==> src/rtl/moesi_pkg.sv <==
package moesi_pkg;

  typedef enum logic [2:0] {
    LN_I = 3'd0,
    LN_S = 3'd1,
    LN_E = 3'd2,
    LN_O = 3'd3,
    LN_M = 3'd4
  } line_st_e;

  typedef enum logic [1:0] {
    BC_RD   = 2'd0,
    BC_RDX  = 2'd1,
    BC_UPGR = 2'd2,
    BC_WB   = 2'd3
  } bus_cmd_e;

  typedef enum logic [1:0] {
    OP_RD  = 2'd0,
    OP_WR  = 2'd1,
    OP_EV  = 2'd2,
    OP_EV2 = 2'd3
  } cpu_op_e;

  function automatic logic is_dirty(line_st_e s);
    return (s == LN_M) || (s == LN_O);
  endfunction

endpackage

==> src/rtl/moesi_store.sv <==
module moesi_store
  import moesi_pkg::*;
#(
  parameter int LINES  = 4,
  parameter int TAG_W  = 6,
  parameter int DATA_W = 16,
  localparam int IDX_W = $clog2(LINES)
) (
  input  logic              clk,
  input  logic              rst_n,
  input  logic [IDX_W-1:0]  a_idx,
  output line_st_e          a_state,
  output logic [TAG_W-1:0]  a_tag,
  output logic [DATA_W-1:0] a_data,
  input  logic [IDX_W-1:0]  b_idx,
  output line_st_e          b_state,
  output logic [TAG_W-1:0]  b_tag,
  output logic [DATA_W-1:0] b_data,
  input  logic              snp_we,
  input  line_st_e          snp_state,
  input  logic              cpu_st_we,
  input  line_st_e          cpu_state,
  input  logic              cpu_tag_we,
  input  logic [TAG_W-1:0]  cpu_tag,
  input  logic              cpu_dat_we,
  input  logic [DATA_W-1:0] cpu_data
);

  line_st_e          st_arr  [LINES];
  logic [TAG_W-1:0]  tag_arr [LINES];
  logic [DATA_W-1:0] dat_arr [LINES];

  for (genvar g = 0; g < LINES; g++) begin : g_line
    line_st_e          st_q;
    logic [TAG_W-1:0]  tag_q;
    logic [DATA_W-1:0] dat_q;

    // snoop updates win over processor updates to the same slot
    always_ff @(posedge clk or negedge rst_n) begin
      if (!rst_n)                                st_q <= LN_I;
      else if (snp_we && b_idx == IDX_W'(g))     st_q <= snp_state;
      else if (cpu_st_we && a_idx == IDX_W'(g))  st_q <= cpu_state;
    end

    always_ff @(posedge clk) begin
      if (cpu_tag_we && a_idx == IDX_W'(g)) tag_q <= cpu_tag;
    end

    always_ff @(posedge clk) begin
      if (cpu_dat_we && a_idx == IDX_W'(g)) dat_q <= cpu_data;
    end

    assign st_arr[g]  = st_q;
    assign tag_arr[g] = tag_q;
    assign dat_arr[g] = dat_q;
  end

  assign a_state = st_arr[a_idx];
  assign a_tag   = tag_arr[a_idx];
  assign a_data  = dat_arr[a_idx];
  assign b_state = st_arr[b_idx];
  assign b_tag   = tag_arr[b_idx];
  assign b_data  = dat_arr[b_idx];

endmodule

==> src/rtl/moesi_snoop.sv <==
module moesi_snoop
  import moesi_pkg::*;
#(
  parameter int TAG_W  = 6,
  parameter int DATA_W = 16
) (
  input  logic              clk,
  input  logic              rst_n,
  input  logic              snp_valid,
  input  bus_cmd_e          snp_cmd,
  input  logic [TAG_W-1:0]  snp_tag,
  input  line_st_e          line_state,
  input  logic [TAG_W-1:0]  line_tag,
  input  logic [DATA_W-1:0] line_data,
  output logic              upd_we,
  output line_st_e          upd_state,
  output logic              resp_valid,
  output logic              resp_dirty,
  output logic [DATA_W-1:0] resp_data,
  output logic              copy
);

  logic hit, rv_d, rd_d, cp_d;
  logic rv_q, rd_q, cp_q;
  logic [DATA_W-1:0] data_q;

  always_comb begin
    hit       = snp_valid && (line_state != LN_I) && (line_tag == snp_tag);
    upd_state = line_state;
    rv_d      = 1'b0;
    rd_d      = 1'b0;
    cp_d      = 1'b0;
    if (hit) begin
      unique case (snp_cmd)
        BC_RD: begin
          cp_d = 1'b1;
          if (is_dirty(line_state)) begin
            rv_d      = 1'b1;
            rd_d      = 1'b1;
            upd_state = LN_O;
          end else if (line_state == LN_E) begin
            rv_d      = 1'b1;
            upd_state = LN_S;
          end
        end
        BC_RDX: begin
          rv_d      = (line_state != LN_S);
          rd_d      = is_dirty(line_state);
          upd_state = LN_I;
        end
        BC_UPGR: upd_state = LN_I;
        default: upd_state = line_state;
      endcase
    end
    upd_we = hit && (upd_state != line_state);
  end

  always_ff @(posedge clk or negedge rst_n) begin
    if (!rst_n) begin
      rv_q <= 1'b0;
      rd_q <= 1'b0;
      cp_q <= 1'b0;
    end else begin
      rv_q <= rv_d;
      rd_q <= rd_d;
      cp_q <= cp_d;
    end
  end

  always_ff @(posedge clk) begin
    if (rv_d) data_q <= line_data;
  end

  assign resp_valid = rv_q;
  assign resp_dirty = rd_q;
  assign resp_data  = data_q;
  assign copy       = cp_q;

endmodule

==> src/rtl/moesi_cpu_fsm.sv <==
module moesi_cpu_fsm
  import moesi_pkg::*;
#(
  parameter int ADDR_W = 8,
  parameter int DATA_W = 16,
  parameter int LINES  = 4,
  localparam int IDX_W = $clog2(LINES),
  localparam int TAG_W = ADDR_W - IDX_W
) (
  input  logic              clk,
  input  logic              rst_n,
  input  logic              req_valid,
  input  cpu_op_e           req_op,
  input  logic [ADDR_W-1:0] req_addr,
  input  logic [DATA_W-1:0] req_wdata,
  output logic              req_ready,
  output logic              resp_valid,
  output logic [DATA_W-1:0] resp_rdata,
  output logic [IDX_W-1:0]  line_idx,
  input  line_st_e          line_state,
  input  logic [TAG_W-1:0]  line_tag,
  input  logic [DATA_W-1:0] line_data,
  input  logic              hold,
  output logic              st_we,
  output line_st_e          st_val,
  output logic              tag_we,
  output logic [TAG_W-1:0]  tag_val,
  output logic              dat_we,
  output logic [DATA_W-1:0] dat_val,
  output logic              bus_valid,
  output bus_cmd_e          bus_cmd,
  output logic [ADDR_W-1:0] bus_addr,
  output logic [DATA_W-1:0] bus_data,
  input  logic              bus_gnt,
  input  logic              fill_valid,
  input  logic [DATA_W-1:0] fill_data,
  input  logic              fill_shared
);

  typedef enum logic [1:0] {F_IDLE, F_ACT, F_FILL} fsm_e;

  fsm_e              fsm_q, fsm_d;
  cpu_op_e           op_q;
  logic [ADDR_W-1:0] addr_q;
  logic [DATA_W-1:0] wdata_q;
  logic              done, resp_q;
  logic [DATA_W-1:0] rdata_d, rdata_q;
  logic              hit, dirty;
  logic [TAG_W-1:0]  tag_q;

  assign line_idx = addr_q[IDX_W-1:0];
  assign tag_q    = addr_q[ADDR_W-1:IDX_W];
  assign tag_val  = tag_q;
  assign bus_data = line_data;
  assign hit      = (line_state != LN_I) && (line_tag == tag_q);
  assign dirty    = is_dirty(line_state);

  always_comb begin
    fsm_d     = fsm_q;
    st_we     = 1'b0;
    st_val    = line_state;
    tag_we    = 1'b0;
    dat_we    = 1'b0;
    dat_val   = wdata_q;
    bus_valid = 1'b0;
    bus_cmd   = BC_RD;
    bus_addr  = addr_q;
    done      = 1'b0;
    rdata_d   = line_data;
    unique case (fsm_q)
      F_IDLE: if (req_valid) fsm_d = F_ACT;
      F_ACT: begin
        if (!hit && dirty && op_q != OP_EV && op_q != OP_EV2) begin
          // victim write-back ahead of the fill
          bus_valid = 1'b1;
          bus_cmd   = BC_WB;
          bus_addr  = {line_tag, line_idx};
          if (bus_gnt) begin
            st_we  = 1'b1;
            st_val = LN_I;
          end
        end else begin
          unique case (op_q)
            OP_RD: begin
              if (hit) begin
                if (!hold) begin
                  done  = 1'b1;
                  fsm_d = F_IDLE;
                end
              end else begin
                bus_valid = 1'b1;
                bus_cmd   = BC_RD;
                if (bus_gnt) fsm_d = F_FILL;
              end
            end
            OP_WR: begin
              if (hit && (line_state == LN_M || line_state == LN_E)) begin
                if (!hold) begin
                  st_we  = 1'b1;
                  st_val = LN_M;
                  dat_we = 1'b1;
                  done   = 1'b1;
                  fsm_d  = F_IDLE;
                end
              end else if (hit) begin
                bus_valid = 1'b1;
                bus_cmd   = BC_UPGR;
                if (bus_gnt) begin
                  st_we  = 1'b1;
                  st_val = LN_M;
                  dat_we = 1'b1;
                  done   = 1'b1;
                  fsm_d  = F_IDLE;
                end
              end else begin
                bus_valid = 1'b1;
                bus_cmd   = BC_RDX;
                if (bus_gnt) fsm_d = F_FILL;
              end
            end
            default: begin
              if (hit && dirty) begin
                bus_valid = 1'b1;
                bus_cmd   = BC_WB;
                if (bus_gnt) begin
                  st_we  = 1'b1;
                  st_val = LN_I;
                  done   = 1'b1;
                  fsm_d  = F_IDLE;
                end
              end else if (!hold) begin
                st_we  = hit;
                st_val = LN_I;
                done   = 1'b1;
                fsm_d  = F_IDLE;
              end
            end
          endcase
        end
      end
      default: begin
        if (fill_valid) begin
          st_we   = 1'b1;
          tag_we  = 1'b1;
          dat_we  = 1'b1;
          rdata_d = fill_data;
          if (op_q == OP_WR) begin
            st_val = LN_M;
          end else begin
            st_val  = fill_shared ? LN_S : LN_E;
            dat_val = fill_data;
          end
          done  = 1'b1;
          fsm_d = F_IDLE;
        end
      end
    endcase
  end

  always_ff @(posedge clk or negedge rst_n) begin
    if (!rst_n) begin
      fsm_q  <= F_IDLE;
      resp_q <= 1'b0;
    end else begin
      fsm_q  <= fsm_d;
      resp_q <= done;
    end
  end

  always_ff @(posedge clk) begin
    if (req_ready && req_valid) begin
      op_q    <= req_op;
      addr_q  <= req_addr;
      wdata_q <= req_wdata;
    end
    if (done) rdata_q <= rdata_d;
  end

  assign req_ready  = (fsm_q == F_IDLE);
  assign resp_valid = resp_q;
  assign resp_rdata = rdata_q;

endmodule

==> src/rtl/moesi_line_ctrl.sv <==
module moesi_line_ctrl
  import moesi_pkg::*;
#(
  parameter int ADDR_W = 8,
  parameter int DATA_W = 16,
  parameter int LINES  = 4
) (
  input  logic              clk,
  input  logic              rst_n,
  input  logic              cpu_req_valid,
  input  logic [1:0]        cpu_req_op,
  input  logic [ADDR_W-1:0] cpu_req_addr,
  input  logic [DATA_W-1:0] cpu_req_wdata,
  output logic              cpu_req_ready,
  output logic              cpu_resp_valid,
  output logic [DATA_W-1:0] cpu_resp_rdata,
  output logic              bus_req_valid,
  output logic [1:0]        bus_req_cmd,
  output logic [ADDR_W-1:0] bus_req_addr,
  output logic [DATA_W-1:0] bus_req_data,
  input  logic              bus_gnt,
  input  logic              bus_fill_valid,
  input  logic [DATA_W-1:0] bus_fill_data,
  input  logic              bus_fill_shared,
  input  logic              snp_valid,
  input  logic [1:0]        snp_cmd,
  input  logic [ADDR_W-1:0] snp_addr,
  output logic              snp_resp_valid,
  output logic              snp_resp_dirty,
  output logic [DATA_W-1:0] snp_resp_data,
  output logic              snp_copy
);

  localparam int IDX_W = $clog2(LINES);
  localparam int TAG_W = ADDR_W - IDX_W;

  logic [1:0] rst_sync_q;
  logic       rst_i_n;

  always_ff @(posedge clk or negedge rst_n) begin
    if (!rst_n) rst_sync_q <= 2'b00;
    else        rst_sync_q <= {rst_sync_q[0], 1'b1};
  end
  assign rst_i_n = rst_sync_q[1];

  logic [IDX_W-1:0]  a_idx;
  line_st_e          a_state, b_state, cpu_state, snp_state;
  logic [TAG_W-1:0]  a_tag, b_tag, cpu_tag;
  logic [DATA_W-1:0] a_data, b_data, cpu_data;
  logic              cpu_st_we, cpu_tag_we, cpu_dat_we, snp_we;
  bus_cmd_e          cmd_int;

  moesi_store #(.LINES(LINES), .TAG_W(TAG_W), .DATA_W(DATA_W)) u_store (
    .clk        (clk),
    .rst_n      (rst_i_n),
    .a_idx      (a_idx),
    .a_state    (a_state),
    .a_tag      (a_tag),
    .a_data     (a_data),
    .b_idx      (snp_addr[IDX_W-1:0]),
    .b_state    (b_state),
    .b_tag      (b_tag),
    .b_data     (b_data),
    .snp_we     (snp_we),
    .snp_state  (snp_state),
    .cpu_st_we  (cpu_st_we),
    .cpu_state  (cpu_state),
    .cpu_tag_we (cpu_tag_we),
    .cpu_tag    (cpu_tag),
    .cpu_dat_we (cpu_dat_we),
    .cpu_data   (cpu_data)
  );

  moesi_snoop #(.TAG_W(TAG_W), .DATA_W(DATA_W)) u_snoop (
    .clk        (clk),
    .rst_n      (rst_i_n),
    .snp_valid  (snp_valid),
    .snp_cmd    (bus_cmd_e'(snp_cmd)),
    .snp_tag    (snp_addr[ADDR_W-1:IDX_W]),
    .line_state (b_state),
    .line_tag   (b_tag),
    .line_data  (b_data),
    .upd_we     (snp_we),
    .upd_state  (snp_state),
    .resp_valid (snp_resp_valid),
    .resp_dirty (snp_resp_dirty),
    .resp_data  (snp_resp_data),
    .copy       (snp_copy)
  );

  moesi_cpu_fsm #(.ADDR_W(ADDR_W), .DATA_W(DATA_W), .LINES(LINES)) u_fsm (
    .clk         (clk),
    .rst_n       (rst_i_n),
    .req_valid   (cpu_req_valid),
    .req_op      (cpu_op_e'(cpu_req_op)),
    .req_addr    (cpu_req_addr),
    .req_wdata   (cpu_req_wdata),
    .req_ready   (cpu_req_ready),
    .resp_valid  (cpu_resp_valid),
    .resp_rdata  (cpu_resp_rdata),
    .line_idx    (a_idx),
    .line_state  (a_state),
    .line_tag    (a_tag),
    .line_data   (a_data),
    .hold        (snp_valid),
    .st_we       (cpu_st_we),
    .st_val      (cpu_state),
    .tag_we      (cpu_tag_we),
    .tag_val     (cpu_tag),
    .dat_we      (cpu_dat_we),
    .dat_val     (cpu_data),
    .bus_valid   (bus_req_valid),
    .bus_cmd     (cmd_int),
    .bus_addr    (bus_req_addr),
    .bus_data    (bus_req_data),
    .bus_gnt     (bus_gnt),
    .fill_valid  (bus_fill_valid),
    .fill_data   (bus_fill_data),
    .fill_shared (bus_fill_shared)
  );

  assign bus_req_cmd = cmd_int;

endmodule

==> config.mk <==
export PLATFORM = sky130hd
export DESIGN_NAME = moesi_line_ctrl
export DESIGN_NICKNAME = d
export VERILOG_FILES = /design/src/rtl/moesi_pkg.sv /design/src/rtl/moesi_store.sv /design/src/rtl/moesi_snoop.sv /design/src/rtl/moesi_cpu_fsm.sv /design/src/rtl/moesi_line_ctrl.sv
export SDC_FILE = /design/constraint.sdc
export NUM_CORES = 1
export LEC_CHECK = 0
export CORE_UTILIZATION = 54
export CTS_CLUSTER_DIAMETER = 100
export CTS_CLUSTER_SIZE = 16
export DETAILED_ROUTE_END_ITERATION = 8
export PLACE_DENSITY = 0.85
export SETUP_SLACK_MARGIN = 0.3
export SYNTH_ARGS = -nofsm -noshare
export SYNTH_HDL_FRONTEND = slang
export SYNTH_SLANG_ARGS = --single-unit
==> constraint.sdc <==
create_clock -name clk -period 3.5 [get_ports clk]
set_input_delay 0.7 -clock clk [delete_from_list [all_inputs] [get_ports clk]]
set_output_delay 0.7 -clock clk [all_outputs]
set_load 0.05 [all_outputs]
* Word level (Yosys, flattened, before mapping)
Cells that the tools add are included.
Cells by class: $lt $le $gt $ge 2, equal/unequal tests 24, mux-type cells 102, bitwise logic cells 2, reductions and logical operators 45
Operators with widths (count):
- 16-bit two-way mux | 9
- 3-bit two-way mux | 25
- 16-bit binary-select mux with 2-bit select | 2
- 2-bit two-way mux | 16
- 1-bit logical AND | 26
- 1-bit two-way mux | 26
- 6-bit binary-select mux with 2-bit select | 2
- 6-bit two-way mux | 4
- 3-bit one-hot mux with 2 select lines | 3
- 8-bit two-way mux | 2
- 1-bit one-hot mux with 2 select lines | 8
- 3-bit binary-select mux with 2-bit select | 2
- 3-bit by 2-bit == test with 1-bit output, second input constant | 4
- 6-bit == test | 2
- 2-bit one-hot mux with 2 select lines | 3
- 2-bit by 1-bit == test with 1-bit output, second input constant | 5
- 2-bit == test, second input constant | 5
- 2-bit zero test | 5
- 3-bit nonzero test | 3
- 2-bit != test, second input constant | 4
- 2-bit nonzero test | 4
- 3-bit == test, second input constant | 2
- 3-bit >= comparator, second input constant | 2
- 2-bit NOT with 3-bit output | 2
- other kinds (6) | 9
Storage, ports and cells: flip-flop bits (word level) 166, input port bits 59, output and inout port bits 64, logic and storage cells 198

* Depth between registers and ports, before layout
depth in word-level cells 15, mapped depth 11, gate-level depth less buffers 8

* Hierarchy
Synthesis repeated with hierarchy kept, for this count alone.
Unflattened totals: cell total of the unflattened synthesis 467, area, all modules 7951.4 sq um
By module, submodules not included:
- moesi_store | instances 1, cells an instance 217, area an instance 4523.1 sq um, seq. area each 2942.8 sq um
- moesi_cpu_fsm | instances 1, cells an instance 191, area an instance 2512.4 sq um, seq. area each 1336.3 sq um
- moesi_snoop | instances 1, cells an instance 56, area an instance 862.1 sq um, seq. area each 555.5 sq um
- moesi_line_ctrl | instances 1, cells an instance 3, area an instance 53.8 sq um, seq. area each 50.0 sq um

* Least setup slack after synthesis
OpenSTA, ideal clock, no wires.
path type reg2out, from register u_fsm.addr_q[0], to output bus_req_cmd[1], arrival 3.343 ns, data required time 2.800 ns, slack -0.543 ns, cell stages (with the launch flop) 10, path buffers 2, cell sequence edfxtp_1 > buf_6 > mux4_2 > xor2_1 > nor4_4 > and2_4 > buf_2 > nor2_1 > a211o_1 > a21oi_1
Between the ends: cells in the longest elaborated chain, start to end 12, elaborated cells on any way between the ends 27, classes of those cells 4 x eq/ne; 12 x mux; 1 x bitwise; 10 x reduce/logical
Ends and longest elaborated chain:
- from (decl) | line moesi_cpu_fsm.sv:44 | logic [ADDR_W-1:0] addr_q;
- from (signal assigned) | line moesi_cpu_fsm.sv:173 | addr_q <= req_addr;
- 2-bit NOT with 3-bit output (not written as such) (*) | line moesi_store.sv:58, moesi_store.sv:59
- parallel branches: the longest is 9 deep, another holds 6-bit binary-select mux with 2-bit select
- 2-bit two-way mux (*) | line moesi_cpu_fsm.sv:73 | if (!hit && dirty && op_q != OP_EV && op_q != OP_EV2) begin
- 2-bit two-way mux (*) | line moesi_cpu_fsm.sv:70 | unique case (fsm_q)
- to (decl) | line moesi_line_ctrl.sv:18 | output logic [1:0] bus_req_cmd,
Every way passes the cells marked *. The select of a mux whose other input is x is not followed.

* Final worst setup path
Ends and elaborated chain as after synthesis.

==> results.sh <==
export IMPL_crit_path_end_kind="output port"
export IMPL_r2r_cells=13
export IMPL_antenna_diode_count=0
export IMPL_reg2reg_from="u_fsm.addr_q[0]"
export IMPL_final_util_pct=73.9
export IMPL_synth_seq_cells=166
export IMPL_port_buffers=122
export IMPL_relSlewSlack_pct=50.3
export IMPL_synthTopCellsByArea="edfxtp_1, mux4_2, dfrtp_1, mux2_2, mux2i_1"
export IMPL_cts_sinks=166
export IMPL_drt_pass1_iter_count=5
export IMPL_violations="setup timing"
export IMPL_skew_ns=0.0104
export IMPL_grt_usage_pct=27.5
export IMPL_antenna_found_initial=0
export IMPL_synth_edff_count=146
export IMPL_die_area_um2=14600
export IMPL_drt_total_wl_mm=19.3
export IMPL_cts_buffer_depth=2
export IMPL_synth_area_um2=7650
export IMPL_finalWeightedCongestion=0.890
export IMPL_die_width_um=121
export IMPL_hold_path_class="reg -> async"
export IMPL_vias_per_cell=6.17
export IMPL_rr_endpoint="u_store.g_line[1].st_q[2]"
export IMPL_use_met1_pct=34.6
export IMPL_maxCapViolations=0
export IMPL_chipHeight_um=121
export IMPL_dp_final_hpwl_mm=11.9
export IMPL_max_clock_freq_mhz=269
export IMPL_globalRouteOverflowTotal=0
export IMPL_htree_levels=4
export IMPL_nNetsFinal=667
export IMPL_cts_root_buf="clkbuf_16"
export IMPL_grt_pass1_wl_mm=29.0
export IMPL_synth_warnings=0
export IMPL_ff2ff_setup_slack_ns=0.08
export IMPL_status="finished with violations"
export IMPL_period_needed_ns=3.72
export IMPL_yosysSeqAreaShare_pct=63.9
export IMPL_yosysMostFrequentCell="edfxtp_1"
export IMPL_multi_input_comb_area_um2=2860
export IMPL_seq_area_um2=4880
export IMPL_use_met3_pct=5.22
export IMPL_syn2layout_area_growth_pct=33.6
export IMPL_ant_nets=0
export IMPL_vias=4942
export IMPL_cp_arrival_ns=3.02
export IMPL_synth_flop_cell="edfxtp_1"
export IMPL_drive_gt1_share_pct=33.3
export IMPL_avgSynthCellArea_um2=17.4
export IMPL_hold_violations=0
export IMPL_synth_cell_types=53
export IMPL_async_flop_share_pct=12.0
export IMPL_period_share_pct=106
export IMPL_core_um2=13800
export IMPL_finalInstanceArea_um2=10200
export IMPL_synth_nets=499
export IMPL_drtIter0Drc=350
export IMPL_gr_max_usage_layer="met2"
export IMPL_crit_path_start_kind="flip-flop"
export IMPL_drcViolationCount=0
export IMPL_cts_buffers=17
export IMPL_insertion_delay_ns=0.43
export IMPL_io_pins=123
export IMPL_cts_tree="yes"
export IMPL_p_leak_nw=3.58
export IMPL_fillers=796
export IMPL_setup_viol=9
export IMPL_crit_required_ns=2.80
export IMPL_netlist_area_leader_share_pct=57.3
export IMPL_p_per_area_nw_per_um2=698
export IMPL_dpl_cell_area_um2=9350
export IMPL_rsz0062_at_grt="yes"
export IMPL_syn_inst=440
export IMPL_rows=43
export IMPL_hold_buffers=0
export IMPL_ys_top_cells_by_count="edfxtp_1, mux4_2, mux2_2"
export IMPL_path_max_fanout=7
export IMPL_maxSlewViolCount=0
export IMPL_yosysTopAreaCell="edfxtp_1"
export IMPL_grt_pass1_vias=5226
export IMPL_avgRoutedWirePerCell_um=24.1
export IMPL_grt_max_degree=28
export IMPL_total_power_mw=7.13
export IMPL_tns_ns=-1.63
export IMPL_pre_cts_slack_ns=0.0509
export IMPL_setup_slack_ns=-0.220
export IMPL_clk_pin_slew_worst_paths_ns=0.06
export IMPL_start_util_pct=55.3
export IMPL_use_met2_pct=46.9
export IMPL_path_class="reg -> out"
export IMPL_worstMarginPinSlew_ns=0.745
export IMPL_ir_worst_vdd_mv=0.480
==> cells in the final DEF, fill, tap and decap left out, drive strengths merged, types with 9 or more instances in the layout <==
| cell type | n |
|---|---|
| edfxtp | 146 |
| clkdlybuf4s50 | 95 |
| mux2 | 38 |
| mux2i | 14 |
| a21oi | 16 |
| mux4 | 48 |
| nor3 | 9 |
| dlygate4sd2 | 10 |
| clkbuf | 25 |
| dfrtp | 20 |
| o21ai | 10 |
| nor2 | 16 |
| buf | 58 |
| nand2 | 17 |
==> how the worst max path moves through the flow <==
stage                          from                    endpoint  slack, ns  depth (start not counted)
finish              u_fsm.addr_q[0]              bus_req_cmd[1]      -0.22                         10
CTS                 u_fsm.addr_q[0]              bus_req_cmd[1]      -0.18                         10
global route        u_fsm.addr_q[0]              bus_req_cmd[1]      -0.32                         10
floorplan           u_fsm.addr_q[0]              bus_req_cmd[1]      -0.03                          9
global placement    u_fsm.addr_q[0]  u_store.g_line[1].dat_q[6]       0.14                          8
detailed placement  u_fsm.addr_q[0]  u_store.g_line[3].dat_q[8]       0.05                          8
==> state kept, by name, indices dropped and copies added, names as in the netlist <==
name	flops
u_snoop.copy	1
u_fsm.resp_rdata	16
u_fsm.addr_q	8
u_snoop.resp_valid	1
u_store.g_line.dat_q	64
rst_sync_q	2
u_fsm.op_q	2
u_snoop.resp_data	16
u_fsm.resp_valid	1
u_store.g_line.st_q	12
u_fsm.wdata_q	16
u_fsm.fsm_q	2
u_snoop.resp_dirty	1
u_store.g_line.tag_q	24
==> power breakdown <==
group / internal, mW / switching (mW) / leakage (nW) / total, mW
sequential: 2.52 / 0.172 / 1.58 / 2.69
clock: 0.993 / 0.752 / 0.262 / 1.74
combinational: 1.11 / 1.59 / 1.74 / 2.70
total: 4.62 / 2.51 / 3.58 / 7.13
==> kinds of logic after synthesis <==
family	after synthesis	share of synthesized area, %
buffers and inverters	24	1.54
xor gates and xnor gates	15	1.72
and+or+nand+nor	80	5.90
DFF	166	63.9
muxes	100	21.7
other	1	0.0490
AOI/OAI and AO/OA	54	5.23
==> stage by stage <==
step | hold WS (ns) | std cells
6_report | 0.308 | 801
5_1_grt | 0.363 | 801
4_1_cts | 0.332 | 793
3_5_place_dp | 0.335 | 747
3_3_place_gp | 0.324 | 747
2_1_floorplan | 0.227 | 440
==> what timing repair did <==
| item | CTS | global route |
|---|---|---|
| pin swaps | 11 | 7 |
| cloned | 0 | 0 |
| gates resized for setup | 39 | 16 |
| endpoints found under the setup margin | 73 | 84 |
| buffers inserted | 14 | 8 |
| hold endpoints to repair | 0 | 0 |
==> critical path, stage by stage (launching register included) <==
cell      delay (ns)
edfxtp_1        0.39
buf_12          0.15
mux4_2          0.56
xor2_2          0.19
nor4_4          0.34
and2_4          0.22
buf_6           0.11
nor2_1          0.04
a211o_1         0.27
a21oi_4         0.18
buf_12          0.15
==> area by class of cell <==
class | count | area share, %
Multi-Input combinational cell | 250 | 28.0
Inverter | 4 | 0.147
Clock buffer | 20 | 4.37
Sequential cell | 166 | 47.8
Clock inverter | 12 | 0.992
Timing Repair Buffer | 169 | 16.5
Tap cell | 180 | 2.20
==> routing by layer <==
metal	wire length [um]	up-vias
met4	505	0
met3	1290	53
met1	7440	2518
met2	10100	257
met5	0	-
li1	-	2114
No activity file was read; power rests on OpenSTA's default activity.
